File: src/rtl/pwrpin_pkg.sv
// Package: bit positions and the mode register layout shared by the
// power-pin control unit, its sub-blocks and its checker.
package pwrpin_pkg;
    localparam int DATA_W      = 8;
    // status register bit positions
    localparam int ST_IRQ      = 7;
    localparam int ST_ADC_KILL = 4;
    localparam int ST_PIN      = 3;
    localparam int ST_FALL     = 2;
    localparam int ST_RISE     = 1;
    localparam int ST_SOFT     = 0;
    // mode register bit positions
    localparam int MD_FALL_EN  = 2;
    localparam int MD_RISE_EN  = 1;
    localparam int MD_SW       = 0;

    typedef struct packed {
        logic fall_en;
        logic rise_en;
        logic sw_mode;
    } pwr_mode_t;
endpackage

File: src/rtl/pwrpin_sync_edge.sv
// Module: pwrpin_sync_edge
// Brings the asynchronous power-down pin into the clock domain through a
// STAGES-deep flop chain, then flags level changes by comparing the
// synchronized level with its value one clock earlier.
// Assumes STAGES >= 2 and that the pin sits at RST_LEVEL during reset.
module pwrpin_sync_edge #(
    parameter int   STAGES    = 2,
    parameter logic RST_LEVEL = 1'b1
) (
    input  logic clk,
    input  logic rst_n,
    input  logic pin_async,
    output logic pin_level,
    output logic rise_pulse,
    output logic fall_pulse
);
    logic [STAGES-1:0] sync_q;
    logic              prev_q;

    // Shift the pin through the synchronizer and remember the last level.
    always_ff @(posedge clk) begin
        if (!rst_n) begin
            sync_q <= {STAGES{RST_LEVEL}};
            prev_q <= RST_LEVEL;
        end else begin
            sync_q <= {sync_q[STAGES-2:0], pin_async};
            prev_q <= sync_q[STAGES-1];
        end
    end

    // Derive the level and one-cycle edge pulses.
    always_comb begin
        pin_level  = sync_q[STAGES-1];
        rise_pulse = pin_level & ~prev_q;
        fall_pulse = ~pin_level & prev_q;
    end
endmodule

File: src/rtl/pwrpin_edge_flags.sv
// Module: pwrpin_edge_flags
// Keeps the sticky rise/fall flags and the global-status hold-clear state.
// A status write, a global write with the hold bit set, or a hold that is
// already active clears both flags; the clear beats a coincident edge.
module pwrpin_edge_flags (
    input  logic clk,
    input  logic rst_n,
    input  logic rise_pulse,
    input  logic fall_pulse,
    input  logic stat_wr,
    input  logic gstat_wr,
    input  logic gstat_hold,
    output logic rise_flag,
    output logic fall_flag,
    output logic hold_q
);
    logic clr_now;

    // Combine every clear source into one term.
    always_comb begin
        clr_now = stat_wr | (gstat_wr & gstat_hold) | hold_q;
    end

    // Latch the hold-clear state on each global status write.
    always_ff @(posedge clk) begin
        if (!rst_n) begin
            hold_q <= 1'b0;
        end else if (gstat_wr) begin
            hold_q <= gstat_hold;
        end
    end

    // Update the sticky flags; clearing has priority over setting.
    always_ff @(posedge clk) begin
        if (!rst_n) begin
            rise_flag <= 1'b0;
            fall_flag <= 1'b0;
        end else if (clr_now) begin
            rise_flag <= 1'b0;
            fall_flag <= 1'b0;
        end else begin
            rise_flag <= rise_flag | rise_pulse;
            fall_flag <= fall_flag | fall_pulse;
        end
    end
endmodule

File: src/rtl/pwrpin_regs.sv
// Module: pwrpin_regs
// Holds the mode register, the ADC kill bit and the soft power bit. It
// decodes writes, forms the power interrupt and drives the read mux.
// The soft power bit accepts writes only in software mode.
module pwrpin_regs
    import pwrpin_pkg::*;
#(
    parameter int ADDR_W    = 2,
    parameter int STAT_ADDR = 0,
    parameter int MODE_ADDR = 1
) (
    input  logic              clk,
    input  logic              rst_n,
    input  logic [ADDR_W-1:0] addr,
    input  logic              wr,
    input  logic [DATA_W-1:0] wdata,
    input  logic              pin_level,
    input  logic              rise_flag,
    input  logic              fall_flag,
    output logic              stat_wr,
    output pwr_mode_t         mode_q,
    output logic              soft_q,
    output logic              adc_kill_q,
    output logic              pwr_irq,
    output logic [DATA_W-1:0] rdata
);
    localparam logic [ADDR_W-1:0] A_STAT = ADDR_W'(STAT_ADDR);
    localparam logic [ADDR_W-1:0] A_MODE = ADDR_W'(MODE_ADDR);

    logic mode_wr;
    logic unused_wbits;

    // Decode the write strobes.
    always_comb begin
        stat_wr      = wr && (addr == A_STAT);
        mode_wr      = wr && (addr == A_MODE);
        unused_wbits = ^{wdata[DATA_W-1:ST_ADC_KILL+1], wdata[ST_PIN:ST_RISE]};
    end

    // Mode register: three live bits, all cleared by master reset.
    always_ff @(posedge clk) begin
        if (!rst_n) begin
            mode_q <= '0;
        end else if (mode_wr) begin
            mode_q.fall_en <= wdata[MD_FALL_EN];
            mode_q.rise_en <= wdata[MD_RISE_EN];
            mode_q.sw_mode <= wdata[MD_SW];
        end
    end

    // ADC kill bit: written on every status write.
    always_ff @(posedge clk) begin
        if (!rst_n) begin
            adc_kill_q <= 1'b0;
        end else if (stat_wr) begin
            adc_kill_q <= wdata[ST_ADC_KILL];
        end
    end

    // Soft power bit: written only while software mode is selected.
    always_ff @(posedge clk) begin
        if (!rst_n) begin
            soft_q <= 1'b0;
        end else if (stat_wr && mode_q.sw_mode) begin
            soft_q <= wdata[ST_SOFT];
        end
    end

    // Power interrupt: an enabled, recorded edge.
    always_comb begin
        pwr_irq = (fall_flag & mode_q.fall_en) | (rise_flag & mode_q.rise_en);
    end

    // Read mux; reserved bits and unmapped addresses return zero.
    always_comb begin
        rdata = '0;
        if (addr == A_STAT) begin
            rdata[ST_IRQ]      = pwr_irq;
            rdata[ST_ADC_KILL] = adc_kill_q;
            rdata[ST_PIN]      = pin_level;
            rdata[ST_FALL]     = fall_flag;
            rdata[ST_RISE]     = rise_flag;
            rdata[ST_SOFT]     = mode_q.sw_mode ? soft_q : pin_level;
        end else if (addr == A_MODE) begin
            rdata[MD_FALL_EN]  = mode_q.fall_en;
            rdata[MD_RISE_EN]  = mode_q.rise_en;
            rdata[MD_SW]       = mode_q.sw_mode;
        end
    end
endmodule

File: src/rtl/pwrpin_ctrl.sv
// Module: pwrpin_ctrl (top)
// Power-down pin control and interrupt unit. Synchronizes the pin, keeps
// the sticky edge flags, holds the two registers and chooses the analog
// power source (pin level or soft bit). The ADC power is gated by its kill bit.
// Assumes one clock domain and the pin high during reset.
module pwrpin_ctrl
    import pwrpin_pkg::*;
#(
    parameter int   ADDR_W      = 2,
    parameter int   STAT_ADDR   = 0,
    parameter int   MODE_ADDR   = 1,
    parameter int   SYNC_STAGES = 2,
    parameter logic PIN_RST_LVL = 1'b1
) (
    input  logic              clk,
    input  logic              rst_n,
    input  logic              pin_pd_n,
    input  logic [ADDR_W-1:0] reg_addr,
    input  logic              reg_wr,
    input  logic [DATA_W-1:0] reg_wdata,
    output logic [DATA_W-1:0] reg_rdata,
    input  logic              gstat_wr,
    input  logic              gstat_hold,
    input  logic              mie_pwr_en,
    output logic              pwr_irq_gstat,
    output logic              irq_out,
    output logic              analog_pwr_on,
    output logic              adc_pwr_on
);
    logic      pin_level;
    logic      rise_pulse;
    logic      fall_pulse;
    logic      rise_flag;
    logic      fall_flag;
    logic      hold_q;
    logic      stat_wr;
    pwr_mode_t mode_q;
    logic      sw_mode;
    logic      soft_q;
    logic      adc_dis;
    logic      pwr_irq;

    pwrpin_sync_edge #(
        .STAGES    (SYNC_STAGES),
        .RST_LEVEL (PIN_RST_LVL)
    ) u_sync (
        .clk        (clk),
        .rst_n      (rst_n),
        .pin_async  (pin_pd_n),
        .pin_level  (pin_level),
        .rise_pulse (rise_pulse),
        .fall_pulse (fall_pulse)
    );

    pwrpin_edge_flags u_flags (
        .clk        (clk),
        .rst_n      (rst_n),
        .rise_pulse (rise_pulse),
        .fall_pulse (fall_pulse),
        .stat_wr    (stat_wr),
        .gstat_wr   (gstat_wr),
        .gstat_hold (gstat_hold),
        .rise_flag  (rise_flag),
        .fall_flag  (fall_flag),
        .hold_q     (hold_q)
    );

    pwrpin_regs #(
        .ADDR_W    (ADDR_W),
        .STAT_ADDR (STAT_ADDR),
        .MODE_ADDR (MODE_ADDR)
    ) u_regs (
        .clk        (clk),
        .rst_n      (rst_n),
        .addr       (reg_addr),
        .wr         (reg_wr),
        .wdata      (reg_wdata),
        .pin_level  (pin_level),
        .rise_flag  (rise_flag),
        .fall_flag  (fall_flag),
        .stat_wr    (stat_wr),
        .mode_q     (mode_q),
        .soft_q     (soft_q),
        .adc_kill_q (adc_dis),
        .pwr_irq    (pwr_irq),
        .rdata      (reg_rdata)
    );

    // Pick the power source and gate the interrupt and ADC outputs.
    always_comb begin
        sw_mode       = mode_q.sw_mode;
        analog_pwr_on = sw_mode ? soft_q : pin_level;
        adc_pwr_on    = analog_pwr_on & ~adc_dis;
        pwr_irq_gstat = pwr_irq;
        irq_out       = pwr_irq & mie_pwr_en;
    end
endmodule

File: config.mk
export PLATFORM = sky130hd
export DESIGN_NAME = pwrpin_ctrl
export DESIGN_NICKNAME = d
export VERILOG_FILES = /design/src/rtl/pwrpin_pkg.sv /design/src/rtl/pwrpin_sync_edge.sv /design/src/rtl/pwrpin_edge_flags.sv /design/src/rtl/pwrpin_regs.sv /design/src/rtl/pwrpin_ctrl.sv
export SDC_FILE = /design/constraint.sdc
export NUM_CORES = 1
export LEC_CHECK = 0
export CORE_MARGIN = 5
export CORE_UTILIZATION = 42
export CTS_BUF_LIST = sky130_fd_sc_hd__clkbuf_4 sky130_fd_sc_hd__clkbuf_8 sky130_fd_sc_hd__clkbuf_16
export CTS_CLUSTER_SIZE = 10
export DETAILED_ROUTE_END_ITERATION = 8
export PLACE_DENSITY = 0.86
export SETUP_SLACK_MARGIN = 0.2
export SLEW_MARGIN = 30
export SYNTH_ARGS = -nofsm -noshare
export SYNTH_HDL_FRONTEND = slang
export SYNTH_SLANG_ARGS = --single-unit
File: constraint.sdc
create_clock -name clk -period 2.19 [get_ports clk]
set_input_delay 0.657 -clock clk [delete_from_list [all_inputs] [get_ports clk]]
set_output_delay 0.657 -clock clk [all_outputs]
set_load 0.01 [all_outputs]
==> results.py, run 1 <==
metrics = {
    "setup_path": {
        "critPathKind": "input port to primary output",
        "cp_cell_sequence": "buf_2 > nor3b_1 > dlygate4sd2_1",
        "cp-end-kind": "primary output",
        "cp_max_fo": 7,
        "startpoint": "reg_addr[1]",
        "critPathTopFamily": "buffers and inverters",
        "critPathLaunchType": "input port",
        "crit_buf_inv": 2,
        "rr_startpoint": "u_regs.mode_q[0]",
        "critical_path_required_ns": 1.53,
        "cp_slowest_cell": "dlygate4sd2_1",
        "max_stage_delay_ns": 0.29,
        "crit_arrival_ns": 1.29,
    },
    "synthesis": {
        "synth.most_common_cell": "dfxtp_1",
        "synth.area.top_cells": "dfxtp_1, mux2i_1, nand2b_1",
        "synthCells": 63,
        "syn_area_per_cell_um2": 9.67,
        "yosysWarnings": 0,
        "ys_seq_area_frac": 0.361,
        "synth_top_area_cell": "dfxtp_1",
        "synth-seq-cells": 11,
        "syn_area_um2": 609,
        "synth_edf_count": 0,
        "ys_top_cells_by_count": "dfxtp_1, nand2_1, mux2i_1",
        "synthDistinctLibCells": 21,
        "synth-main-ff-cell": "dfxtp_1",
        "synth_top_area_frac": 0.361,
        "async_reset_ff_frac": 0,
    },
    "clock_tree": {
        "clk_pin_slew_ns": 0.07,
        "cts_max_path_buffers": 2,
        "cts_tree": "yes",
        "clock_latency_ns": 0.26,
        "numCtsBuffers": 3,
        "clock-root-buffer": "clkbuf_4",
        "h-tree-depth": 1,
        "clock_sinks": 11,
    },
    "power": {
        "p_total_uw": 444,
        "power_density_mw_per_mm2": 507,
        "p_leak_uw": 0.000399,
        "ir_drop_uv": 290,
    },
    "grt": {
        "gr-total-overflow": 0,
        "grt_max_degree": 14,
        "antenna_found_initial": 0,
        "grt_first_pass_wirelength_mm": 2.12,
        "grt_pass1_vias": 499,
        "globalRouteTotalUtil": 0.139,
    },
    "drt": {
        "drtAntennaViolNets": 0,
        "via_per_inst": 4.81,
        "num_vias": 515,
        "wl_per_cell_um": 12.3,
        "drtIter0Drc": 6,
        "post-route-drc-count": 0,
        "wirelength_mm": 1.31,
        "first_pass_iters": 4,
    },
    "finish": {
        "antenna_cells": 0,
        "final-instance-count-excl-fill": 107,
        "post-route-util": 0.657,
        "drive_above_1_share": 0.326,
        "area_delta_synth_final_pct": 43.7,
        "n_fill_cell": 115,
        "fin_nets": 110,
    },
    "sta": {
        "final-hold-violation-count": 0,
        "rsz0062_at_grt": "true",
        "drv_slew": 0,
        "setup_viol": 0,
        "fin_crit_sh": 0.889,
        "finalCriticalPeriod_ns": 1.95,
        "finClkSkew_ns": 0.000345,
        "fmax_ghz": 0.513,
        "worst_hold_slack_ns": 0.411,
        "fin_setup_tns_ns": 0,
    },
    "hold_path": {
        "hold_start": "u_sync.sync_q[0]",
        "min_path_type": "register to register",
    },
    "die": {
        "rows": 13,
        "initial_core_util": 0.457,
        "dieArea_mm2": 0.00231,
        "pin_count": 29,
        "die_x_um": 48.1,
        "dieHeight_um": 48.1,
        "coreArea_mm2": 0.00133,
    },
    "status": {
        "status": "completed",
    },
    "job": {
        "cap_violations": 0,
    },
    "placed_design": {
        "gp_congestion": 0.693,
        "io_buffers": 22,
        "dp_hpwl_um": 996,
        "dp_cells": 101,
    },
}
-- final timing paths --
check	end	slack (ns)	cells past startpoint
worst max-delay path	reg_rdata[4]	0.24	3
worst max register to register	u_regs.soft_q	1.24	2
worst min register to register	u_sync.sync_q[1]	0.41	1
worst min-delay path	u_sync.sync_q[1]	0.41	1
-- kinds of logic after synthesis --
logic type             share of synthesized area
and+or+nand+nor                            0.314
DFF                                        0.361
buffers and inverters                      0.101
muxes                                      0.131
AOI/OAI and AO/OA                         0.0863
other                                    0.00615
-- cell usage in the layout, fill, tap and decap left out, drive strengths merged --
master,n
a2111oi,2
a211oi,1
a22oi,1
and2,1
buf,14
clkbuf,6
clkdlybuf4s50,9
conb,2
dfxtp,11
dlygate4sd2,4
inv,5
mux2i,8
nand2,9
nand2b,6
nand3b,1
nor2,3
nor2b,3
nor3,1
nor3b,3
nor4bb,1
o21a,1
-- through the flow --
step / worst slack [ns] / instance area [um^2]
floorplan: 0.270 / 613
global placement: -0.530 / 847
detailed placement: -0.560 / 847
CTS: 0.0959 / 871
global route: 0.188 / 876
finish: 0.242 / 876
-- worst register-to-register path, stage by stage, from the launching register on --
cell and delay (ns):
dfxtp_4 0.38, nor4bb_4 0.30, mux2i_1 0.21
-- flip-flops by register name, indices dropped and copies added (netlist names) --
name,count
u_flags.fall_flag,1
u_flags.hold_q,1
u_flags.rise_flag,1
u_regs.adc_kill_q,1
u_regs.mode_q,3
u_regs.soft_q,1
u_sync.prev_q,1
u_sync.sync_q,2
-- report_power, final --
part           switching [uW]  leakage (uW)  internal, uW  total, uW
registers                5.29     0.0000902           206        211
clock network            63.7     0.0000184          82.8        147
logic                    36.6      0.000290          49.4       86.0
total                     106      0.000399           338        444
-- final cells by class --
cell class / count / area, um^2 / area share
Inverter: 5 / 18.8 / 0.0214
Multi-Input combinational cell: 43 / 354 / 0.404
Sequential cell: 11 / 225 / 0.257
Clock buffer: 4 / 30.0 / 0.0343
Timing Repair Buffer: 29 / 229 / 0.261
Tap cell: 15 / 18.8 / 0.0214
-- what timing repair did --
item | in CTS | in global routing
hold buffers | 0 | 0
pin swaps | 0 | 1
buffers inserted | 2 | 0
endpoints found under the setup margin | 10 | 3
gates resized for setup | 38 | 11
gates cloned | 0 | 0
-- layer usage --
| metal | part of all wire | wire length, um | track usage | vias up |
|---|---|---|---|---|
| met4 | 0.0069 | 9 | 0.0968 | 0 |
| met3 | 0.091 | 120 | 0.0221 | 2 |
| met2 | 0.51 | 664 | 0.253 | 20 |
| met5 | 0 | 0 | 0 | - |
| li1 | - | - | - | 261 |
| met1 | 0.39 | 518 | 0.143 | 232 |
(Power assumes the default switching activity.)
==> run 2, diff against run 1 <==
Settings changed: CORE_ASPECT_RATIO from default to 0.75, CORE_UTILIZATION 42 to 25, PLACE_DENSITY 0.86 to 0.58.
==> run 2 against run 1 <==
  * Via count is 0.97% higher
  * Cell area is 2.1% higher
  * Clock skew barely moved
  * Combinational power grew 0.9%
  * Register-to-register slack about the same
  * Maximum frequency fell by 1.2%
  * Die area is 53% higher
==> results.py, run 2 (synthesis gave the netlist of run 1 again) <==
metrics = {
    "status": {
        "status": "completed",
    },
    "clock_tree": {
        "cts_hold_buf": 0,
        "clock-root-buffer": "clkbuf_4",
        "cts_max_path_buffers": 2,
        "cts_tree": "yes",
        "h-tree-depth": 1,
        "numCtsBuffers": 3,
        "clock_latency_ns": 0.26,
        "clk_pin_slew_ns": 0.07,
        "clock_sinks": 11,
    },
    "finish": {
        "multi_input_area_um2": 355,
        "reg_top3": "u_regs.mode_q: 3 flops, u_sync.sync_q: 2 flops",
        "largest_register": "u_regs.mode_q",
        "fin_nets": 110,
        "drive_above_1_share": 0.359,
        "largest_reg_flops": 3,
        "area_delta_synth_final_pct": 46.8,
        "regArea_um2": 225,
        "antenna_cells": 0,
        "n_fill_cell": 255,
        "final_cell_mix": "nand2_1, clkdlybuf4s50_1, dfxtp_1",
        "fin_area_um2": 895,
    },
    "setup_path": {
        "critical_path_required_ns": 1.53,
        "crit_buf_inv": 3,
        "critPathTopFamily": "buffers and inverters",
        "cp_max_fo": 4,
        "critPathLaunchType": "register",
        "cp_cell_sequence": "mux2i_2 > buf_4 > inv_1 > dlygate4sd2_1",
        "cp_slowest_cell": "dfxtp_4",
        "crit_arrival_ns": 1.31,
        "max_stage_delay_ns": 0.37,
        "critPathKind": "register to primary output",
        "cp-end-kind": "primary output",
    },
    "sta": {
        "drv_slew": 0,
        "finalCriticalPeriod_ns": 1.97,
        "fmax_ghz": 0.507,
        "rsz0062_at_grt": "true",
        "fin_crit_sh": 0.900,
        "final-hold-violation-count": 0,
        "worst_hold_slack_ns": 0.409,
        "setup_viol": 0,
        "layout_setup_ws_ns": 0.218,
        "finClkSkew_ns": 0.000156,
    },
    "hold_path": {
        "min_path_type": "register to register",
    },
    "power": {
        "seqPwrFrac": 0.487,
        "p_int_uw": 322,
        "ir_drop_uv": 226,
        "swShare": 0.255,
        "netSwitchingPower_uw": 110,
        "p_clk_frac": 0.312,
        "power_density_mw_per_mm2": 484,
        "p_total_uw": 433,
        "combPwrFrac": 0.201,
        "p_leak_uw": 0.000401,
    },
    "drt": {
        "via_per_inst": 4.13,
        "wl_met3_um": 146,
        "met2_length_um": 573,
        "top_layer_used": "met3",
        "wl_per_cell_um": 11.1,
        "num_vias": 520,
        "first_pass_iters": 2,
        "drtIter0Drc": 5,
        "m1WireLength_um": 679,
        "post-route-drc-count": 0,
        "drtAntennaViolNets": 0,
        "wirelength_mm": 1.40,
    },
    "job": {
        "cap_violations": 0,
    },
    "grt": {
        "gr-total-overflow": 0,
        "grt_max_degree": 14,
        "globalRouteTotalUtil": 0.0919,
        "grt_first_pass_wirelength_mm": 2.45,
        "grt_pass1_vias": 564,
        "antenna_found_initial": 0,
    },
    "die": {
        "coreArea_mm2": 0.00231,
        "rows": 15,
        "dieArea_mm2": 0.00353,
        "dieHeight_um": 52.8,
        "pin_count": 29,
        "initial_core_util": 0.264,
        "die_x_um": 67.0,
    },
    "placed_design": {
        "gp_congestion": 0.725,
        "dp_hpwl_mm": 1.10,
        "placed_area_um2": 871,
        "io_buffers": 22,
        "pre_cts_ws_ns": -0.577,
    },
}
## run 2: power by group through the flow
stage                     sequential [uW]  combinational [uW]  clock (uW)
final                                 211                86.8         135
after global routing                  212                95.6         153
after CTS                             212                85.3         142
after detailed placement              216                87.3           0
after global placement                215                85.7           0
after floorplan                       214                46.4           0
## run 2: stage by stage
stage	std cells	util	setup TNS, ns
floorplan	64	-	0
global placement	120	0.377	-3.57
detailed placement	120	0.377	-3.54
CTS	125	0.387	0
global route	126	0.388	0
finish	126	0.388	0
## run 2: path summary, 6_finish.rpt
kind         depth (start not counted)              from                to  slack, ns
max reg2reg                          2  u_regs.mode_q[0]     u_regs.soft_q       1.24
max                                  4  u_regs.mode_q[0]     analog_pwr_on       0.22
min reg2reg                          1  u_sync.sync_q[0]  u_sync.sync_q[1]       0.41
min                                  1  u_sync.sync_q[0]  u_sync.sync_q[1]       0.41
## run 2: area by class of cell
class	instances	share of cell area
Tap cell	34	0.0476
Clock buffer	3	0.0252
Multi-Input combinational cell	43	0.397
Clock inverter	1	0.00559
Sequential cell	11	0.252
Inverter	5	0.0210
Timing Repair Buffer	29	0.252
## run 2: metal layers
metal  vias to the layer above  global-route usage
met5                         -                   0
met1                       236               0.118
met2                        20               0.140
met4                         0              0.0303
met3                         0              0.0343
li1                        264                   -
## run 2: timing repair
| action | CTS | global route |
|---|---|---|
| gates resized for setup | 46 | 8 |
| setup buffers | 1 | 1 |
| endpoints found under the setup margin | 10 | 4 |
| pin swaps | 1 | 1 |
